===== src/rtl/lcd_clk_pkg.sv =====
package lcd_clk_pkg;

   typedef enum logic [1:0] {
      SRC_OFF    = 2'b00,
      SRC_PERIPH = 2'b01,
      SRC_EXT    = 2'b10,
      SRC_BAD    = 2'b11
   } lcd_src_e;

   typedef enum logic [1:0] {
      BW_NARROW = 2'b00,
      BW_MID    = 2'b01,
      BW_WIDE   = 2'b10,
      BW_WIDE2  = 2'b11
   } lcd_bw_e;

endpackage


===== src/rtl/lcd_clk_regs.sv =====
module lcd_clk_regs #(
   parameter int DATA_W   = 16,
   parameter int DIV_W    = 6,
   parameter int SRC_LSB  = 12,
   parameter int ONE_BIT  = 8,
   parameter int DIV_INIT = 1
) (
   input  logic              clk,
   input  logic              rst_n,
   input  logic              wr_en,
   input  logic [DATA_W-1:0] wr_data,
   output lcd_clk_pkg::lcd_src_e src_o,
   output logic [DIV_W-1:0]  div_o,
   output logic [DATA_W-1:0] rd_data
);
   import lcd_clk_pkg::*;

   localparam logic [DATA_W-1:0] USED_MASK =
      (DATA_W'(3) << SRC_LSB) | DATA_W'((1 << DIV_W) - 1);

   generate
      if (SRC_LSB + 2 > DATA_W) begin : g_bad_src
         $error("source field does not fit the control word");
      end
      if (DIV_W >= SRC_LSB || ONE_BIT < DIV_W || ONE_BIT >= SRC_LSB) begin : g_bad_layout
         $error("control word fields overlap");
      end
   endgenerate

   lcd_src_e         src_q;
   logic [DIV_W-1:0] div_q;
   logic             unused_wr_bits;

   assign unused_wr_bits = ^(wr_data & ~USED_MASK);

   always_ff @(posedge clk or negedge rst_n) begin
      if (!rst_n) begin
         src_q <= SRC_OFF;
         div_q <= DIV_W'(DIV_INIT);
      end else if (wr_en) begin
         src_q <= lcd_src_e'(wr_data[SRC_LSB +: 2]);
         div_q <= wr_data[DIV_W-1:0];
      end
   end

   always_comb begin
      rd_data               = '0;
      rd_data[ONE_BIT]      = 1'b1;
      rd_data[SRC_LSB +: 2] = src_q;
      rd_data[DIV_W-1:0]    = div_q;
   end

   assign src_o = src_q;
   assign div_o = div_q;

endmodule


===== src/rtl/lcd_clk_ratio.sv =====
module lcd_clk_ratio #(
   parameter int DIV_W   = 6,
   parameter int MAX_DIV = 32,
   parameter int CNT_W   = 5
) (
   input  logic [DIV_W-1:0] div_i,
   output logic [CNT_W-1:0] term_o,
   output logic             err_o
);
   generate
      if (MAX_DIV >= (1 << DIV_W)) begin : g_bad_max
         $error("largest ratio exceeds the division field");
      end
   endgenerate

   logic legal;

   assign legal  = (div_i != '0) && (int'(div_i) <= MAX_DIV);
   assign err_o  = ~legal;
   assign term_o = legal ? CNT_W'(div_i - DIV_W'(1)) : '0;

endmodule


===== src/rtl/lcd_clk_divider.sv =====
module lcd_clk_divider #(
   parameter int CNT_W = 5
) (
   input  logic             clk,
   input  logic             rst_n,
   input  logic             clr,
   input  logic             tick,
   input  logic [CNT_W-1:0] term,
   output logic             pulse
);
   logic [CNT_W-1:0] cnt_q;
   logic             wrap;

   assign wrap  = cnt_q >= term;
   assign pulse = tick & ~clr & wrap;

   always_ff @(posedge clk or negedge rst_n) begin
      if (!rst_n)    cnt_q <= '0;
      else if (clr)  cnt_q <= '0;
      else if (tick) cnt_q <= wrap ? '0 : cnt_q + CNT_W'(1);
   end

endmodule


===== src/rtl/lcd_dotclk_gen.sv =====
module lcd_dotclk_gen #(
   parameter int DATA_W  = 16,
   parameter int DIV_W   = 6,
   parameter int MAX_DIV = 32,
   parameter int SRC_LSB = 12,
   parameter int ONE_BIT = 8,
   parameter int BW_N    = 1,
   parameter int BW_M    = 4,
   parameter int BW_W    = 8
) (
   input  logic              clk,
   input  logic              rst_n,
   input  logic              wr_en,
   input  logic [DATA_W-1:0] wr_data,
   output logic [DATA_W-1:0] rd_data,
   input  logic              periph_stb,
   input  logic              ext_stb,
   input  logic              panel_stn,
   input  logic [1:0]        bus_width_sel,
   output logic              dot_en,
   output logic              shift_en,
   output logic              ratio_err
);
   import lcd_clk_pkg::*;

   localparam int CNT_W  = (MAX_DIV > 1) ? $clog2(MAX_DIV) : 1;
   localparam int CNT2_W = (BW_W > 1) ? $clog2(BW_W) : 1;

   generate
      if (BW_N < 1 || BW_M < BW_N || BW_W < BW_M) begin : g_bad_bw
         $error("bus widths must be ascending and at least one");
      end
   endgenerate

   lcd_src_e         src;
   logic [DIV_W-1:0] div;
   logic [CNT_W-1:0] term;
   logic             src_stb;

   lcd_clk_regs #(
      .DATA_W(DATA_W), .DIV_W(DIV_W), .SRC_LSB(SRC_LSB),
      .ONE_BIT(ONE_BIT), .DIV_INIT(1)
   ) u_regs (
      .clk(clk), .rst_n(rst_n), .wr_en(wr_en), .wr_data(wr_data),
      .src_o(src), .div_o(div), .rd_data(rd_data)
   );

   lcd_clk_ratio #(.DIV_W(DIV_W), .MAX_DIV(MAX_DIV), .CNT_W(CNT_W)) u_ratio (
      .div_i(div), .term_o(term), .err_o(ratio_err)
   );

   always_comb begin
      unique case (src)
         SRC_PERIPH: src_stb = periph_stb;
         SRC_EXT:    src_stb = ext_stb;
         default:    src_stb = 1'b0;
      endcase
   end

   lcd_clk_divider #(.CNT_W(CNT_W)) u_dot_div (
      .clk(clk), .rst_n(rst_n), .clr(wr_en), .tick(src_stb),
      .term(term), .pulse(dot_en)
   );

   generate
      if (BW_W == 1) begin : g_no_shift_div
         logic unused_shift_in;
         assign unused_shift_in = ^{panel_stn, bus_width_sel};
         assign shift_en = dot_en;
      end else begin : g_shift_div
         logic [CNT2_W-1:0] term2;
         logic              pass_div;

         always_comb begin
            unique case (lcd_bw_e'(bus_width_sel))
               BW_NARROW: term2 = CNT2_W'(BW_N - 1);
               BW_MID:    term2 = CNT2_W'(BW_M - 1);
               default:   term2 = CNT2_W'(BW_W - 1);
            endcase
         end

         lcd_clk_divider #(.CNT_W(CNT2_W)) u_shift_div (
            .clk(clk), .rst_n(rst_n), .clr(wr_en), .tick(dot_en),
            .term(term2), .pulse(pass_div)
         );

         assign shift_en = panel_stn ? pass_div : dot_en;
      end
   endgenerate

endmodule


===== config.mk =====
export PLATFORM = sky130hd
export DESIGN_NAME = lcd_dotclk_gen
export DESIGN_NICKNAME = d
export VERILOG_FILES = /design/src/rtl/lcd_clk_pkg.sv /design/src/rtl/lcd_clk_regs.sv /design/src/rtl/lcd_clk_ratio.sv /design/src/rtl/lcd_clk_divider.sv /design/src/rtl/lcd_dotclk_gen.sv
export SDC_FILE = /design/constraint.sdc
export NUM_CORES = 1
export LEC_CHECK = 0
export ABC_AREA = 1
export BUFFER_PORTS_ARGS = -buffer_cell sky130_fd_sc_hd__buf_2
export CORE_UTILIZATION = 52
export DETAILED_ROUTE_END_ITERATION = 6
export PLACE_DENSITY = 0.84
export SYNTH_ARGS = -nofsm -noshare
export SYNTH_HDL_FRONTEND = slang
export SYNTH_SLANG_ARGS = --single-unit

===== constraint.sdc =====
create_clock -name clk -period 3.4 [get_ports clk]
set_clock_uncertainty 0.15 [all_clocks]
set_input_delay 0.17 -clock clk [delete_from_list [all_inputs] [get_ports clk]]
set_output_delay 0.17 -clock clk [all_outputs]
set_load 0.02 [all_outputs]

==> results of run 1 <==
per-stage QoR:
stage	cells	total power, mW
floorplan	157	0.307
global placement	201	0.334
detailed placement	201	0.340
CTS	213	0.453
global route	213	0.481
finish	213	0.454
cell families after synthesis:
family,after synthesis,share of synthesized area (%)
other cells,2,0.650
flops,16,34.7
fa+ha+maj,14,15.2
compound gates,13,5.63
xor+xnor,5,3.79
simple gates,69,26.9
buf+inv,32,13.1
power by group:
group	switching, mW	total, mW	internal [mW]	leakage (nW)
Clock	0.0634	0.109	0.0456	0.0150
Combinational	0.0868	0.134	0.0476	0.585
Sequential	0.00975	0.211	0.201	0.207
worst paths after layout:
check                      cells after the start                                           end                                    startpoint  slack, ns
min in group asynchronous                      2                u_dot_div.cnt_q[4]$_DFFE_PN0P_                                         rst_n       0.16
hold / removal                                 3                   u_regs.div_o[5]$_DFFE_PN0P_                                    wr_data[5]       0.01
hold reg to reg                                2  g_shift_div.u_shift_div.cnt_q[2]$_DFFE_PN0P_  g_shift_div.u_shift_div.cnt_q[2]$_DFFE_PN0P_       0.42
setup / recovery                              14                                      shift_en                   u_regs.div_o[0]$_DFFE_PN1P_       0.56
setup reg to reg                              14                u_dot_div.cnt_q[4]$_DFFE_PN0P_                   u_regs.div_o[0]$_DFFE_PN1P_       0.98
max in group asynchronous                      2                   u_regs.div_o[0]$_DFFE_PN1P_                                         rst_n       2.63
timing repair:
action                     4_1_cts  5_1_grt
setup endpoints to repair        0        0
hold endpoints to repair        23        0
hold buffers                     8        0
flip-flops by register name, summed over array words and instances (netlist names):
register,flops
u_regs.src_o,2
u_dot_div.cnt_q,5
u_regs.div_o,6
g_shift_div.u_shift_div.cnt_q,3
Yosys cell counts:
library cell,n
nor2_1,5
nor2_2,2
dfstp_2,1
dfrtp_1,15
ha_1,14
nand2_1,39
inv_2,2
o21ai_0,10
nand2_2,1
conb_1,2
xor2_1,5
or2_2,1
nand4_1,4
nand3_2,2
inv_1,21
nand3_1,14
buf_2,1
buf_4,8
a21oi_1,3
or2_1,1
area by class of cell:
class / count / area (um^2)
clock buffer: 4 / 26.3
fill: 165 / 638
inverter: 23 / 86.3
multi-input combinational: 109 / 626
sequential: 16 / 402
tap: 27 / 33.8
timing repair buffer: 34 / 210
worst reg2reg max path, delay by kind of cell (launching register included):
family          cells  cell delay [ns]
compound gates      1             0.07
fa+ha+maj           2             0.52
simple gates        9             0.85
buf+inv             2             0.19
flops               1             0.55
metal layers:
layer / global-route usage [%] / vias to the layer above / share of wire (%)
met2: 40.0 / 29 / 51
met1: 28.3 / 475 / 45
met3: 2.80 / 5 / 3.1
met5: 0 / - / 0
met4: 5.39 / 0 / 1.0
li1: - / 531 / -
==> flow_summary.toml, run 1 <==
[die]
boundaryPins = 43
die_h_um = 49.2
core_area_um2 = 2020
initial_core_util_pct = 57.2
placementRows = 16
die_area_um2 = 2420
die_w_um = 49.2

[setup_path]
critPathLaunchType = "register"
end_kind = "output pin"
path_buf_inv = 3
cp.required_ns = 3.08
critPathMaxFanout = 5
crit_path_top_delay_cell = "dfstp_2"
worst-setup-path-type = "register to output pin"
cp.arrival_ns = 2.52
crit_family = "simple AND/OR/NAND/NOR gates"
crit_chain = "inv_1 > ha_1 > nand4_1 > nand2_1 > inv_1 > nand3_1 > ha_1 > nand2_1 > nor2_1 > nand2_1 > nand3_2 > nand2_2 > a21oi_1 > buf_2"
cp_common_cell = "nand2_1"
cpPeakStageDelay_ns = 0.55

[pwr]
max-vdd-ir-drop_v = 0.000249
power.density_nw_per_um2 = 328
leakage_nw = 0.807

[finish]
drive_gt1_share_pct = 20.4
layout.cells.most_common_list = "nand2_1 (39), buf_2 (26), inv_1 (21), dfrtp_1 (15)"
final_common_cell = "nand2_1"
diodes = 0
final_util_pct = 68.4
area_delta_synth_final_pct = 19.7
fin_nets = 225
stdcell_area_um2 = 1380

[clock_tree]
cts_resized = 0
cts_root_buf = "clkbuf_4"
clk_pin_slew_worst_paths_ns = 0.10
post_cts_buffers = 0
cts_buffers = 3
clock_sinks = 16
cts_tree = "done"
htree_levels = 1
clockBufferDepth = 2
insertion_delay_ns = 0.29

[logic_synthesis]
ys_warn_count = 0
syn_area_um2 = 1160
synthTopCellsByArea = "dfrtp_1 (32%), ha_1 (15%), nand2_1 (13%), inv_1 (6.8%), nand3_1 (6.1%)"
synth.avg_cell_area_um2 = 7.66
synth_top_area_share_pct = 32.5
synth_largest_area_cell = "dfrtp_1"
synth.distinct_cells = 20
synth_seq_area_share_pct = 34.7
syn-instance-count = 151
ys_ff_latch = 16

[drt]
post_drt_wl_per_cell_um = 11.2
via_count = 1040
drtIter0Drc = 13
drc_errors = 0
vias_per_cell = 4.88
dr.pass1.iters = 5
ant_nets = 0
routed_wl_um = 2400

[sta]
fin_hold_ws_ns = 0.0103
layout_setup_ws_ns = 0.561
finalSetupTns_ns = 0
drv_slew = 0
rsz0062_at_grt = "no"
min_period_ns = 2.84
max_freq_mhz = 352
hold_viol_final = 0
setup_violations = 0
fin_crit_sh_pct = 83.5

[place]
postPlaceCellArea_um2 = 1280
globalplace.congestion = 0.811
place_ws_ns = 0.869
place.port_buffers = 26
dp_hpwl_um = 1750

[global_routing]
antenna_found_initial = 0
grt.total_usage_pct = 22.4
grt_pass1_wl_um = 4200
grt_pass1_vias = 989
grt_start_max_net_pins = 17
grt_overflow = 0

[run]
cap_violations = 0

[status]
status = "completed"

[worst_hold_path]
min_path_type = "input pin to register"
Power figures use the tool's default switching activity.
==> run 2, diff against run 1 <==
Settings changed: CORE_UTILIZATION 52 to 48, PLACE_DENSITY 0.84 to 0.78.
Clock period 3.4 ns to 3 ns, I/O delays scaled along.
==> run 2 against run 1 <==
Effect of this change:
- power is 14% higher
- cell area grew 3.0%
- critical path depth is 1 lower
- via count decreased by 1.2%
- worst hold slack gained 0.039 ns
- first-iteration DRC count shrank 31%
- clock power is 10% higher
- core utilization shrank 4.6 points
- die area grew 8.0%
- sequential power up 13%
- global-route usage decreased by 3.4 points
- clock-buffer cell count unchanged
- critical endpoint unchanged
- largest cell class unchanged
==> flow_summary.toml, run 2 (synthesized netlist as in run 1, its figures left out) <==
[drt]
drc_errors = 0
routed_wl_um = 2230
drtIter0Drc = 9
dr.pass1.iters = 4
ant_nets = 0
via_count = 1028
vias_per_cell = 4.78
post_drt_wl_per_cell_um = 10.4

[setup_path]
critPathMaxFanout = 5
cp.arrival_ns = 2.48
critPathLaunchType = "register"
worst-setup-path-type = "register to output pin"
end_kind = "output pin"
cp.required_ns = 2.70

[finish]
final_util_pct = 63.8
largest_reg_flops = 6
area_delta_synth_final_pct = 23.3
drive_gt1_share_pct = 23.0
diodes = 0
final_common_cell = "nand2_1"
layout.cells.most_common_list = "nand2_1 (38), buf_2 (25), inv_1 (19), dfrtp_1 (15)"
nFillCells = 195
final_cells = 215
fin_nets = 226

[die]
initial_core_util_pct = 51.8
die_h_um = 51.1
placementRows = 17
die_w_um = 51.1
core_area_um2 = 2230
boundaryPins = 43
die_area_um2 = 2610

[clock_tree]
clock_sinks = 16
cts_tree = "done"
cts_root_buf = "clkbuf_4"
insertion_delay_ns = 0.29
htree_levels = 1
clk_pin_slew_worst_paths_ns = 0.09
clockBufferDepth = 2
post_cts_buffers = 0
cts_buffers = 3

[sta]
fin_crit_sh_pct = 92.7
min_period_ns = 2.78
rsz0062_at_grt = "no"
hold_viol_final = 0
setup_violations = 0
max_freq_mhz = 360
drv_slew = 0
fin_hold_ws_ns = 0.0497
finalSetupTns_ns = 0

[global_routing]
grt_start_max_net_pins = 17
antenna_found_initial = 0
grt_pass1_vias = 900
grt.total_usage_pct = 19.0
grt_pass1_wl_um = 3660
grt_overflow = 0

[place]
dp_hpwl_um = 1640
place.port_buffers = 26
globalplace.congestion = 0.800
dp.cells = 202

[pwr]
leakage_nw = 0.813
power.density_nw_per_um2 = 363
max-vdd-ir-drop_v = 0.000257

[run]
cap_violations = 0

[status]
status = "completed"

[worst_hold_path]
min_path_type = "input pin to register"
-- run 2: cell count changes in the layout (fill, tap and decap cells not counted), sizes merged --
cell         previous run  this run
dlygate4sd3             8         9
-- run 2: worst max-delay path, stage by stage, from the launching register on --
cell and delay, ns:
dfstp_2 0.56, inv_2 0.06, ha_1 0.22, nand2_1 0.09, xor2_1 0.14, nand2_1 0.07
ha_1 0.29, nand2_1 0.08, nor2_1 0.10, nand2_1 0.09, nand3_4 0.10, nand2_2 0.10
a21oi_1 0.14, buf_4 0.16
-- run 2: layout make-up --
cell class | count | area [um^2] | area share [%]
Timing Repair Buffer | 35 | 223 | 15.6
Clock buffer | 4 | 26.3 | 1.84
Multi-Input combinational cell | 109 | 653 | 45.8
Inverter | 23 | 86.3 | 6.06
Tap cell | 28 | 35.0 | 2.46
Sequential cell | 16 | 402 | 28.2
-- run 2: path summary, 6_finish.rpt --
check	startpoint	endpoint	slack [ns]	cells past startpoint
worst max-delay path	u_regs.div_o[0]$_DFFE_PN1P_	shift_en	0.22	13
max in group asynchronous	rst_n	u_regs.div_o[0]$_DFFE_PN1P_	2.26	2
worst min-delay path	wr_en	u_regs.div_o[0]$_DFFE_PN1P_	0.05	3
worst max register to register	u_regs.div_o[0]$_DFFE_PN1P_	u_dot_div.cnt_q[0]$_DFFE_PN0P_	0.58	11
worst min register to register	u_regs.div_o[0]$_DFFE_PN1P_	u_regs.div_o[0]$_DFFE_PN1P_	0.40	2
min in group asynchronous	rst_n	u_dot_div.cnt_q[3]$_DFFE_PN0P_	0.14	2
-- run 2: timing repair --
action,CTS,global route
gates resized for setup,0,7
hold endpoints to repair,24,0
endpoints found under the setup margin,0,1
hold buffers,9,0
-- run 2: per-layer routing --
layer	wire (um)	up-vias	GRT usage (%)	part of all wire, %
li1	-	537	-	-
met1	1040	461	22.9	47
met2	1060	27	32.2	48
met3	106	3	5.06	4.8
met4	19	0	6.48	0.85
met5	0	-	0	0
-- run 2: where the power goes --
part           internal [mW]  total (mW)  switching (mW)  leakage [nW]
registers              0.228       0.239          0.0113         0.207
clock network         0.0517       0.120          0.0681        0.0150
logic                 0.0581       0.158          0.0999         0.591
total                  0.338       0.517           0.179         0.813
-- run 2: metrics by stage --
step	setup slack [ns]	total power, mW	cell area [um^2]
final	0.219	0.517	1430
after global routing	0.0470	0.551	1430
after CTS	0.142	0.512	1400
after detailed placement	0.464	0.384	1280
after global placement	0.500	0.380	1280
after floorplan	0.330	0.348	1180
==> run 3, diff against run 2 <==
Clock period 3 ns to 3.1 ns, I/O delays scaled along.
==> run 3 against run 2 <==
Effect of this change:
- setup slack better by 0.020 ns
- sequential share of layout area is 0.61 points higher
- clock-buffer cell count stayed put
- flip-flop and latch count stayed put
- first-iteration DRC count is 11% higher
- sequential power is 3% lower
- die area stayed put
- core utilization is 1.3 points lower
- non-clock buffer count stayed put
- final cell count stayed put
- highest routed layer unchanged
==> flow_summary.toml, run 3 (synthesized netlist as in run 1, its figures left out) <==
[status]
status = "completed"

[global_routing]
grt_pass1_wl_um = 3660
grt_pass1_vias = 900
grt_overflow = 0
grt_start_max_net_pins = 17
grt.total_usage_pct = 19.0
antenna_found_initial = 0

[place]
globalplace.congestion = 0.800
dp.cells = 202
dp_hpwl_um = 1640
postPlaceCellArea_um2 = 1280
place_ws_ns = 0.559
place.port_buffers = 26

[finish]
area_delta_synth_final_pct = 20.7
diodes = 0
final_cells = 215
drive_gt1_share_pct = 20.3
stdcell_area_um2 = 1400
final_util_pct = 62.5
fin_nets = 226
layout.cells.most_common_list = "nand2_1 (39), buf_2 (26), inv_1 (21), dfrtp_1 (15)"
largest_reg_flops = 6
final_common_cell = "nand2_1"

[setup_path]
critPathLaunchType = "register"
critPathMaxFanout = 5
end_kind = "output pin"
cp.arrival_ns = 2.56
cp.required_ns = 2.79
worst-setup-path-type = "register to output pin"

[sta]
rsz0062_at_grt = "no"
layout_setup_ws_ns = 0.238
hold_viol_final = 0
max_freq_mhz = 349
finalSetupTns_ns = 0
drv_slew = 0
fin_crit_sh_pct = 92.3
fin_hold_ws_ns = 0.0588
min_period_ns = 2.86
setup_violations = 0

[pwr]
total_power_mw = 0.492
max-vdd-ir-drop_v = 0.000242
power.density_nw_per_um2 = 353
leakage_nw = 0.811

[worst_hold_path]
min_path_type = "input pin to register"

[drt]
ant_nets = 0
routed_wl_um = 2190
via_count = 1025
dr.pass1.iters = 4
drc_errors = 0
drtIter0Drc = 10
post_drt_wl_per_cell_um = 10.2
vias_per_cell = 4.77

[clock_tree]
post_cts_buffers = 0
htree_levels = 1
cts_tree = "done"
ctsHoldBuffers = 9
clk_pin_slew_worst_paths_ns = 0.09
clock_sinks = 16
cts_root_buf = "clkbuf_4"
cts_resized = 0
clockBufferDepth = 2
cts_buffers = 3
insertion_delay_ns = 0.29

[die]
core_area_um2 = 2230
initial_core_util_pct = 51.8
placementRows = 17
die_area_um2 = 2610
die_h_um = 51.1
die_w_um = 51.1
boundaryPins = 43

[run]
cap_violations = 0
==> run 3: cell counts in the layout (fill, tap and decap cells not counted) <==
Identical to the previous run, type by type.
==> run 3: worst max-delay path, stage by stage, from the launching register on <==
cell	delay (ns)
dfstp_2	0.55
inv_1	0.09
ha_1	0.22
nand4_1	0.09
nand2_1	0.09
inv_1	0.10
nand3_1	0.09
ha_1	0.28
nand2_1	0.07
nor2_1	0.10
nand2_1	0.06
nand3_2	0.12
nand2_2	0.11
a21oi_1	0.13
buf_2	0.18
==> run 3: final timing paths <==
path                                                               from                                           end  slack [ns]  cells after the start
max in group asynchronous                                         rst_n                   u_regs.div_o[0]$_DFFE_PN1P_        2.35                      2
setup / recovery                            u_regs.div_o[0]$_DFFE_PN1P_                                      shift_en        0.24                     14
min in group asynchronous                                         rst_n                u_dot_div.cnt_q[3]$_DFFE_PN0P_        0.15                      2
setup reg to reg                            u_regs.div_o[0]$_DFFE_PN1P_                u_dot_div.cnt_q[0]$_DFFE_PN0P_        0.66                     14
hold reg to reg            g_shift_div.u_shift_div.cnt_q[2]$_DFFE_PN0P_  g_shift_div.u_shift_div.cnt_q[2]$_DFFE_PN0P_        0.42                      2
hold / removal                                                    wr_en                   u_regs.div_o[0]$_DFFE_PN1P_        0.06                      3
==> run 3: per-layer routing <==
metal	GRT usage (%)	wire length (um)	vias up
met3	5.06	104	3
met5	0	0	-
met1	22.9	1030	460
li1	-	-	535
met2	32.2	1030	27
met4	6.48	19	0
==> run 3: cell type report <==
type / instances / area (um^2)
fillers: 203 / 838
well taps: 28 / 35.0
repair buffers: 35 / 220
flip-flops and latches: 16 / 402
multi-input cells: 109 / 626
clock buffers: 4 / 26.3
inverters: 23 / 86.3
==> run 3: where the power goes <==
| part | switching (mW) | internal (mW) |
|---|---|---|
| clock | 0.0650 | 0.0500 |
| sequential | 0.0108 | 0.221 |
| combinational | 0.0928 | 0.0530 |
| total | 0.169 | 0.324 |
